==> config.mk <==
export PLATFORM = sky130hd
export DESIGN_NAME = wake_cause_conv
export DESIGN_NICKNAME = d
export VERILOG_FILES = /design/src/rtl/wake_cause_pkg.sv /design/src/rtl/wake_src_gate.sv /design/src/rtl/wake_cause_conv.sv
export SDC_FILE = /design/constraint.sdc
export NUM_CORES = 1
export LEC_CHECK = 0
export CORE_AREA = 2 2 39 41
export CTS_BUF_LIST = sky130_fd_sc_hd__clkbuf_4 sky130_fd_sc_hd__clkbuf_8
export DETAILED_ROUTE_END_ITERATION = 7
export DIE_AREA = 0 0 41 43
export GPL_ROUTABILITY_DRIVEN = 0
export MAX_ROUTING_LAYER = met4
export PLACE_DENSITY_LB_ADDON = 0.2
export SLEW_MARGIN = 25
export SYNTH_ARGS = -nofsm -noshare
export SYNTH_HDL_FRONTEND = slang
export SYNTH_SLANG_ARGS = --single-unit
==> constraint.sdc <==
create_clock -name clk -period 2.03 [get_ports clk]
set_input_delay 0.609 -clock clk [delete_from_list [all_inputs] [get_ports clk]]
set_output_delay 0.609 -clock clk [all_outputs]
set_load 0.02 [all_outputs]
==> src/rtl/wake_cause_pkg.sv <==
package wake_cause_pkg;
    localparam int unsigned NSRC = 3;
    localparam int unsigned SRC_INS  = 0;
    localparam int unsigned SRC_REM  = 1;
    localparam int unsigned SRC_CIRQ = 2;

    typedef logic [NSRC-1:0] src_vec_t;

    typedef struct packed {
        logic      idle;
        src_vec_t  cause;
        src_vec_t  stat;
    } conv_state_t;
endpackage

==> src/rtl/wake_src_gate.sv <==
module wake_src_gate
    import wake_cause_pkg::*;
(
    input  logic       ins_i,
    input  logic       rem_i,
    input  logic       dat1_i,
    input  logic       armed_i,
    input  src_vec_t   wake_en_i,
    output src_vec_t   hit_o
);
    src_vec_t raw;

    always_comb begin
        raw           = '0;
        raw[SRC_INS]  = ins_i;
        raw[SRC_REM]  = rem_i;
        raw[SRC_CIRQ] = ~dat1_i;
    end

    for (genvar g = 0; g < NSRC; g++) begin : g_gate
        assign hit_o[g] = armed_i & wake_en_i[g] & raw[g];
    end
endmodule

==> src/rtl/wake_cause_conv.sv <==
module wake_cause_conv
    import wake_cause_pkg::*;
(
    input  logic       clk,
    input  logic       rst_n,
    input  logic       ins_i,
    input  logic       rem_i,
    input  logic       dat1_i,
    input  logic       wake_glob_i,
    input  logic [2:0] wake_en_i,
    input  logic [2:0] stat_en_i,
    input  logic [1:0] idle_mode_i,
    input  logic       idle_i,
    input  logic [2:0] stat_clr_i,
    output logic       wake_o,
    output logic [2:0] stat_o,
    output logic       irq_o
);
    conv_state_t st_d, st_q;
    logic        armed;
    logic        exit_idle;
    src_vec_t    hit;

    assign armed = idle_i & idle_mode_i[1] & wake_glob_i;

    wake_src_gate u_gate (
        .ins_i     (ins_i),
        .rem_i     (rem_i),
        .dat1_i    (dat1_i),
        .armed_i   (armed),
        .wake_en_i (wake_en_i),
        .hit_o     (hit)
    );

    assign exit_idle = st_q.idle & ~idle_i;

    always_comb begin
        st_d      = st_q;
        st_d.idle = idle_i;
        st_d.cause = idle_i ? (st_q.cause | hit) : '0;
        st_d.stat  = st_q.stat & ~stat_clr_i;
        if (exit_idle) begin
            st_d.stat = st_d.stat | (st_q.cause & stat_en_i);
        end
    end

    always_ff @(posedge clk or negedge rst_n) begin
        if (!rst_n) st_q <= '0;
        else        st_q <= st_d;
    end

    assign wake_o = armed & (|(hit | st_q.cause));
    assign stat_o = st_q.stat;
    assign irq_o  = |st_q.stat;

    assert_wake_gate_R2: assert property (@(posedge clk) disable iff (!rst_n)
        wake_o |-> (idle_i && idle_mode_i[1] && wake_glob_i));

    assert_wake_now_R4: assert property (@(posedge clk) disable iff (!rst_n)
        (idle_i && idle_mode_i[1] && wake_glob_i &&
         |(wake_en_i & {~dat1_i, rem_i, ins_i})) |-> wake_o);

    assert_set_on_exit_R6: assert property (@(posedge clk) disable iff (!rst_n)
        (|(stat_o & ~$past(stat_o))) |-> ($past(st_q.idle) && !$past(idle_i)));

    assert_clear_all_R8: assert property (@(posedge clk) disable iff (!rst_n)
        (stat_clr_i == 3'b111 && !exit_idle) |=> !irq_o);

    assert_quiet_outside_R10: assert property (@(posedge clk) disable iff (!rst_n)
        (!idle_i && !st_q.idle) |=> ((stat_o & ~$past(stat_o)) == 3'b000));
endmodule

# Word-level counts from Yosys, hierarchy flattened
# Cells that the tools add are included.
op_classes:
  n_mux: 2
  bitwise: 17
  n_reduce_logical: 2
op_table:
  columns: ["op", "count"]
  rows:
  - ["$and A1 B1 Y1", 10]
  - ["$and A3 B3 Y3", 2]
  - ["$mux W3", 2]
  - ["$or A3 B3 Y3", 2]
  - ["$reduce_or A3 Y1", 2]
  - ["$not A3 Y3", 1]
  - ["$not A1 Y1", 2]
word_totals:
  ff_bits: 7
  input_bits: 18

# Logic depth before layout (Yosys ltp)
# Gate-level depths: netlist of run 1.
logic_depth:
  depth_word: 7
  mapped_depth: 3
  ltp_nobuf: 3

# Cells and area by module
# A second synthesis of run 1 with hierarchy kept.
unflattened:
  hier_cells: 31
  hier_area_um2: 317.8
by_module_without_submodules:
  columns: ["mod", "n_inst", "cells_per_inst", "area_per_inst_um2"]
  rows:
  - ["wake_cause_conv", 1, 28, 295.3]
  - ["wake_src_gate", 1, 3, 22.5]

# Least setup slack after synthesis of run 1
# Ideal clock, no wire load.
synth_path:
  path_kind: "in2out"
  start: "input dat1_i"
  end: "output wake_o"
  t_arrival_ps: 1277
  path_slack_ps: 144
  cell_stages: 3
  path_buffers: 0
  path_cell_list: "nand2b_1 > and3_1 > a21oi_1"
synth_between:
  elab_chain_cells: 5
synth_lines:
  columns: ["element", "line", "rtl"]
  rows:
  - ["start, declared", "wake_cause_conv.sv:8", "input logic dat1_i,"]
  - ["$not A1 Y1", "wake_src_gate.sv:17", "raw[SRC_CIRQ] = ~dat1_i;"]
  - ["$and A1 B1 Y1", "wake_src_gate.sv:21", "assign hit_o[g] = armed_i & wake_en_i[g] & raw[g];"]
  - ["$or A3 B3 Y3", "wake_cause_conv.sv:52", "assign wake_o = armed & (|(hit | st_q.cause));"]
  - ["$reduce_or A3 Y1", "wake_cause_conv.sv:52", null]
  - ["$and A1 B1 Y1", "wake_cause_conv.sv:52", null]
  - ["end, declared", "wake_cause_conv.sv:15", "output logic wake_o,"]
# Every way passes these cells.

# Final worst setup path of run 1
# Same ends and word-level chain as after synthesis.

==> results.json, run 1 <==
{
  "finish.utilization_pct": 52.2,
  "dpl_cell_area_um2": 572,
  "finalPower_uw": 363,
  "final_area_um2": 722,
  "whs_ps": 521,
  "yosysTopAreaCellShare_pct": 53.6,
  "rows": 14,
  "setup_violations": 0,
  "finalMaxSlewViolations": 0,
  "grt_antenna_before_repair": 0,
  "fin_nets": 94,
  "die_h_um": 43,
  "crit_chain": "clkdlybuf4s15_1 > nand2b_4 > and3_4 > a21oi_4 > buf_6",
  "crit_path_max_fanout": 2,
  "crit_path_top_delay_cell": "and3_4",
  "ys_types": 15,
  "synth_fp_nets": 52,
  "finalCritPeriodShare_pct": 96.9,
  "cts_buffers": 3,
  "cp_num_buf_inv": 2,
  "hold_class": "reg -> reg",
  "vias": 395,
  "synth_top_cells_by_count": "dfrtp_1 (7), nand2_1 (5), buf_4 (3), inv_1 (3), o22ai_1 (3)",
  "vdd_drop_max_mv": 0.301,
  "initial_core_util_pct": 23.6,
  "firstDrtPassIters": 4,
  "grtUsageTotal_pct": 15.1,
  "finClkSkew_ps": 1.87,
  "n_antenna_cell": 0,
  "yosysMostFrequentCell": "dfrtp_1",
  "syn_to_final_growth_pct": 121,
  "cp-end-kind": "primary output",
  "relSlewSlack_pct": 76.7,
  "critical_path_required_ps": 1420,
  "cts_max_level": 1,
  "dieArea_um2": 1760,
  "cts.sinks": 7,
  "ys.flop_type": "dfrtp_1",
  "synth_area_um2": 327,
  "grt_pass1_wl_um": 1680,
  "ys_seq_area_share_pct": 53.6,
  "p_per_area_nw_per_um2": 503,
  "status": "completed",
  "core-area_um2": 1380,
  "setup.worst_path.class": "in -> out",
  "start_kind": "input port",
  "synthCells": 34,
  "wl_per_cell_um": 10.7,
  "grt_max_degree": 8,
  "drive_gt1_share_pct": 37.3,
  "overflow": 0,
  "final_antenna_net_count": 0,
  "drt_wl_total_um": 978,
  "r2r_slack_ps": 1230,
  "synth-edff-count": 0,
  "clkSlewWorstSetupHoldPaths_ps": 50,
  "fmax_mhz": 508,
  "ctsLongestPathBuffers": 2,
  "die-width_um": 41,
  "grt_pass1_vias": 406,
  "worstMarginPinSlew_ps": 347,
  "ioPinCount": 23,
  "synthArstFlopShare_pct": 100,
  "crit_family": "simple AND/OR/NAND/NOR gates",
  "worstPathArrival_ps": 1360,
  "rsz0062_at_grt": "false",
  "syn_avg_cell_area_um2": 9.60,
  "port_buffers": 21,
  "p_leak_uw": 0.000342,
  "synth_area_leaders": "dfrtp_1 (54%), buf_4 (6.9%), nand2_1 (5.7%)",
  "drt_iter0_markers": 10,
  "ys_warn_count": 0,
  "ys_ff_latch": 7,
  "hold_viol": 0,
  "clk_latency_ps": 250,
  "cap_violations": 0,
  "drc_errors": 0,
  "via_per_inst": 4.34,
  "cts-root-buf": "clkbuf_4",
  "max_stage_delay_ps": 180,
  "synth_top_area_cell": "dfrtp_1",
  "cts_tree": "yes",
  "fin_crit_ps": 1970
}
layout by cell type (no fill, tap or decap):
cell              n
buf_4            19
clkdlybuf4s50_1  11
dlygate4sd2_1     8
dfrtp_1           7
nand2_1           5
clkbuf_4          4
inv_1             3
o22ai_1           3
nor2_1            2
o21a_1            2
nand2b_1          1
nand3_2           1
nor3_1            1
nand2b_4          1
and3_4            1
a21oi_4           1
nand3_1           1
o21bai_1          1
and2_1            1
clkdlybuf4s15_1   1
buf_6             1
cell families (layout without fill, tap and decap cells):
kind of cell | Yosys count | after routing | synth area share [%]
compound gates | 7 | 7 | 14.2
buf+inv | 6 | 47 | 10.3
flops | 7 | 7 | 53.6
simple gates | 14 | 14 | 21.8
path summary, 6_finish.rpt:
check | from | to | cells past startpoint
max | dat1_i | wake_o | 5
min | st_q[3]$_DFF_PN0_ | st_q[3]$_DFF_PN0_ | 1
max reg2reg | st_q[5]$_DFF_PN0_ | st_q[5]$_DFF_PN0_ | 2
min reg2reg | st_q[3]$_DFF_PN0_ | st_q[3]$_DFF_PN0_ | 1
max in group asynchronous | rst_n | st_q[6]$_DFF_PN0_ | 1
min in group asynchronous | rst_n | stat_o[2]$_DFF_PN0_ | 1
report_power, final:
part | leakage, µW | internal [µW] | switching (µW)
Combinational | 0.000229 | 54.5 | 25.9
Clock | 0.0000184 | 88.3 | 50.7
Sequential | 0.0000951 | 143 | 1.47
Total | 0.000342 | 285 | 78.1
per-layer routing:
layer / wire length (µm) / share of wire, % / up-vias / track usage (%)
li1: - / - / 196 / -
met1: 379 / 39 / 184 / 15.6
met2: 531 / 54 / 15 / 21.3
met3: 68 / 7.0 / 0 / 8.90
met4: 0 / 0 / 0 / 8.67
met5: 0 / 0 / - / -
layout make-up:
| class | instances | area, µm² |
|---|---|---|
| inverters | 3 | 11.3 |
| flip-flops and latches | 7 | 175 |
| well taps | 16 | 20.0 |
| repair buffers | 40 | 344 |
| clock buffers | 4 | 30.0 |
| multi-input cells | 21 | 141 |
| fillers | 138 | 662 |
registers in the layout, summed over array words and instances, names as in the netlist:
signal,flops
stat_o,3
st_q,4
metrics by stage:
stage / setup WS (ps) / setup TNS (ps) / std cells
4_1_cts: 14.5 / 0 / 91
5_1_grt: 12.3 / 0 / 91
3_3_place_gp: -638 / -638 / 73
3_5_place_dp: -687 / -687 / 73
2_1_floorplan: 144 / 0 / 34
6_report: 62.3 / 0 / 91
repair_timing:
| action | CTS | global route |
|---|---|---|
| buffers inserted | 14 | 0 |
| resized for setup | 17 | 3 |
| cloned | 0 | 0 |
| hold buffers | 0 | 0 |
| endpoints found under the setup margin | 1 | 1 |
| pin swaps | 5 | 1 |
Power figures use the tool's default switching activity.
==> run 2: changes to the inputs <==
- SYNTH_HIERARCHICAL: unset -> 1
==> run 2 against run 1 <==
The run now ends with negative setup slack left; total power decreased by 8.5%; core utilization decreased by 8.0 points; sequential share of layout area increased by 4.4 points; flip-flop and latch count unchanged; highest routed layer unchanged.
==> results.json, run 2 <==
{
  "syn_avg_cell_area_um2": 10.3,
  "n_antenna_cell": 0,
  "ioPinCount": 23,
  "crit_path_max_fanout": 2,
  "fmax_mhz": 479,
  "worstPathArrival_ps": 1480,
  "mostFrequentLayoutCells": "clkdlybuf4s50_1 (11), dfrtp_1 (7), dlygate4sd2_1 (6), buf_4 (6), clkbuf_4 (4)",
  "synth_area_um2": 318,
  "worst_slack_ps": -59.7,
  "dieArea_um2": 1760,
  "grtUsageTotal_pct": 9.85,
  "ys_types": 15,
  "synth-edff-count": 0,
  "seq_area_um2": 175,
  "cap_violations": 0,
  "vdd_drop_max_mv": 0.214,
  "cts-root-buf": "clkbuf_4",
  "synthCells": 31,
  "final_antenna_net_count": 0,
  "grt_pass1_vias": 292,
  "cts_buffers": 3,
  "crit_start": "rem_i",
  "ys_warn_count": 6,
  "hold_class": "reg -> reg",
  "core-area_um2": 1380,
  "port_buffers": 21,
  "drt_iter0_markers": 1,
  "worstHoldStart": "st_q[5]$_DFF_PN0_",
  "overflow": 0,
  "violations": "negative setup slack",
  "setup.worst_path.class": "in -> out",
  "yosysTopAreaCellShare_pct": 55.1,
  "cp_num_buf_inv": 2,
  "synth_area_leaders": "dfrtp_1 (55%), buf_4 (7.1%), o22ai_1 (5.9%)",
  "ys_seq_area_share_pct": 55.1,
  "crit_family": "buffers and inverters",
  "fillerInstances": 138,
  "cts.sinks": 7,
  "drive_gt1_share_pct": 31.0,
  "timing.rr.start": "st_q[5]$_DFF_PN0_",
  "grt_max_degree": 8,
  "dp.cells": 67,
  "crit_chain": "dlygate4sd2_1 > and3_4 > nor4_4 > a21boi_1 > buf_4",
  "rsz0062_at_grt": "true",
  "p_per_area_nw_per_um2": 544,
  "fin_nets": 77,
  "yosysMostFrequentCell": "dfrtp_1",
  "ctsLongestPathBuffers": 2,
  "grt_pass1_wl_um": 1080,
  "syn_to_final_growth_pct": 92.5,
  "max_stage_delay_ps": 230,
  "rows": 14,
  "clk_latency_ps": 250,
  "multi_input_area_um2": 140,
  "synth_top_cells_by_count": "dfrtp_1 (7), buf_4 (3), inv_1 (3), nand2_1 (3), o22ai_1 (3)",
  "finalMaxSlewViolations": 0,
  "p_leak_uw": 0.000283,
  "grt_antenna_before_repair": 0,
  "relSlewSlack_pct": 78.9,
  "largest_register_ffs": 4,
  "cts_tree": "yes",
  "ys.flop_type": "dfrtp_1",
  "firstDrtPassIters": 4,
  "clkSlewWorstSetupHoldPaths_ps": 60,
  "setup_violations": 1,
  "final_common_cell": "clkdlybuf4s50_1",
  "wl_per_cell_um": 9.22,
  "drc_errors": 0,
  "cts_max_level": 1,
  "worstMarginPinSlew_ps": 316,
  "finalCritPeriodShare_pct": 103,
  "finClkSkew_ps": 9.06,
  "tns_ps": -59.7,
  "hold_viol": 0,
  "critical_path_required_ps": 1420,
  "drt_wl_total_um": 682,
  "crit_path_top_delay_cell": "dlygate4sd2_1",
  "status": "complete, but fails checks",
  "via_per_inst": 4.24,
  "vias": 314,
  "start_kind": "input port",
  "finish.utilization_pct": 44.2,
  "fin_crit_ps": 2090,
  "die-width_um": 41,
  "die_h_um": 43,
  "initial_core_util_pct": 23.0,
  "finalPower_uw": 333,
  "whs_ps": 545,
  "synth_fp_nets": 49,
  "top_register": "st_q",
  "synth_top_area_cell": "dfrtp_1",
  "stdcell_count": 74,
  "cp-end-kind": "primary output",
  "ys_ff_latch": 7,
  "postCtsHoldBufs": 0,
  "synthArstFlopShare_pct": 100,
  "hpwl_um": 529
}
## run 2: metal layers
layer  routed length, µm  GRT usage, %  share of wire (%)
met5                   0             -                  0
met1                 286          9.90                 42
met3                  72          1.57                 11
met2                 322          13.8                 47
met4                   0          12.0                  0
## run 2: final timing paths
kind | end | slack, ps | cells after the start
max reg2reg | st_q[5]$_DFF_PN0_ | 1110 | 5
max in group asynchronous | stat_o[1]$_DFF_PN0_ | 1170 | 1
max | wake_o | -60 | 5
min | stat_o[2]$_DFF_PN0_ | 540 | 2
min in group asynchronous | stat_o[0]$_DFF_PN0_ | 620 | 1
min reg2reg | stat_o[2]$_DFF_PN0_ | 540 | 2
## run 2: layout make-up
| cell class | count | area share, % |
|---|---|---|
| multi-input cells | 18 | 22.9 |
| flip-flops and latches | 7 | 28.6 |
| inverters | 3 | 1.84 |
| repair buffers | 26 | 38.4 |
| clock buffers | 4 | 4.91 |
| well taps | 16 | 3.27 |
## run 2: what timing repair did
item	in CTS	in global routing
setup endpoints to repair	1	1
buffers inserted	3	0
pin swaps	6	3
gates resized for setup	29	0
cloned	0	0
## run 2: logic make-up (layout without fill, tap and decap cells)
kind of cell	count (synthesis)	count (layout)	synth area share, %
AND/OR/NAND/NOR	12	12	21.3
flip-flops	7	7	55.1
AO/OA/AOI/OAI	6	6	13.0
buffers and inverters	6	33	10.6
## run 2: report_power, final
part / switching (µW) / internal [µW] / leakage, µW
sequential: 1.82 / 142 / 0.0000951
combinational: 15.0 / 35.1 / 0.000169
clock: 49.9 / 88.3 / 0.0000184
## run 2: worst reg2reg max path: cells and delay by family (launching register included)
kind	cells	cell delay, ps
buffers and inverters	3	290
flip-flops	1	390
AND/OR/NAND/NOR	2	140
## run 2: metrics by stage
step / setup slack (ps) / cell area (µm²)
floorplan: 60.0 / 318
global placement: -883 / 541
detailed placement: -872 / 541
CTS: -72.1 / 612
global route: -109 / 612
finish: -59.7 / 612
==> run 3: changes to the inputs <==
- ABC_CLOCK_PERIOD_IN_PS: unset -> 2029
- CTS_CLUSTER_SIZE: unset -> 14
==> results of run 3 <==
Final layout, timing and power as in run 2 (identical DEF).
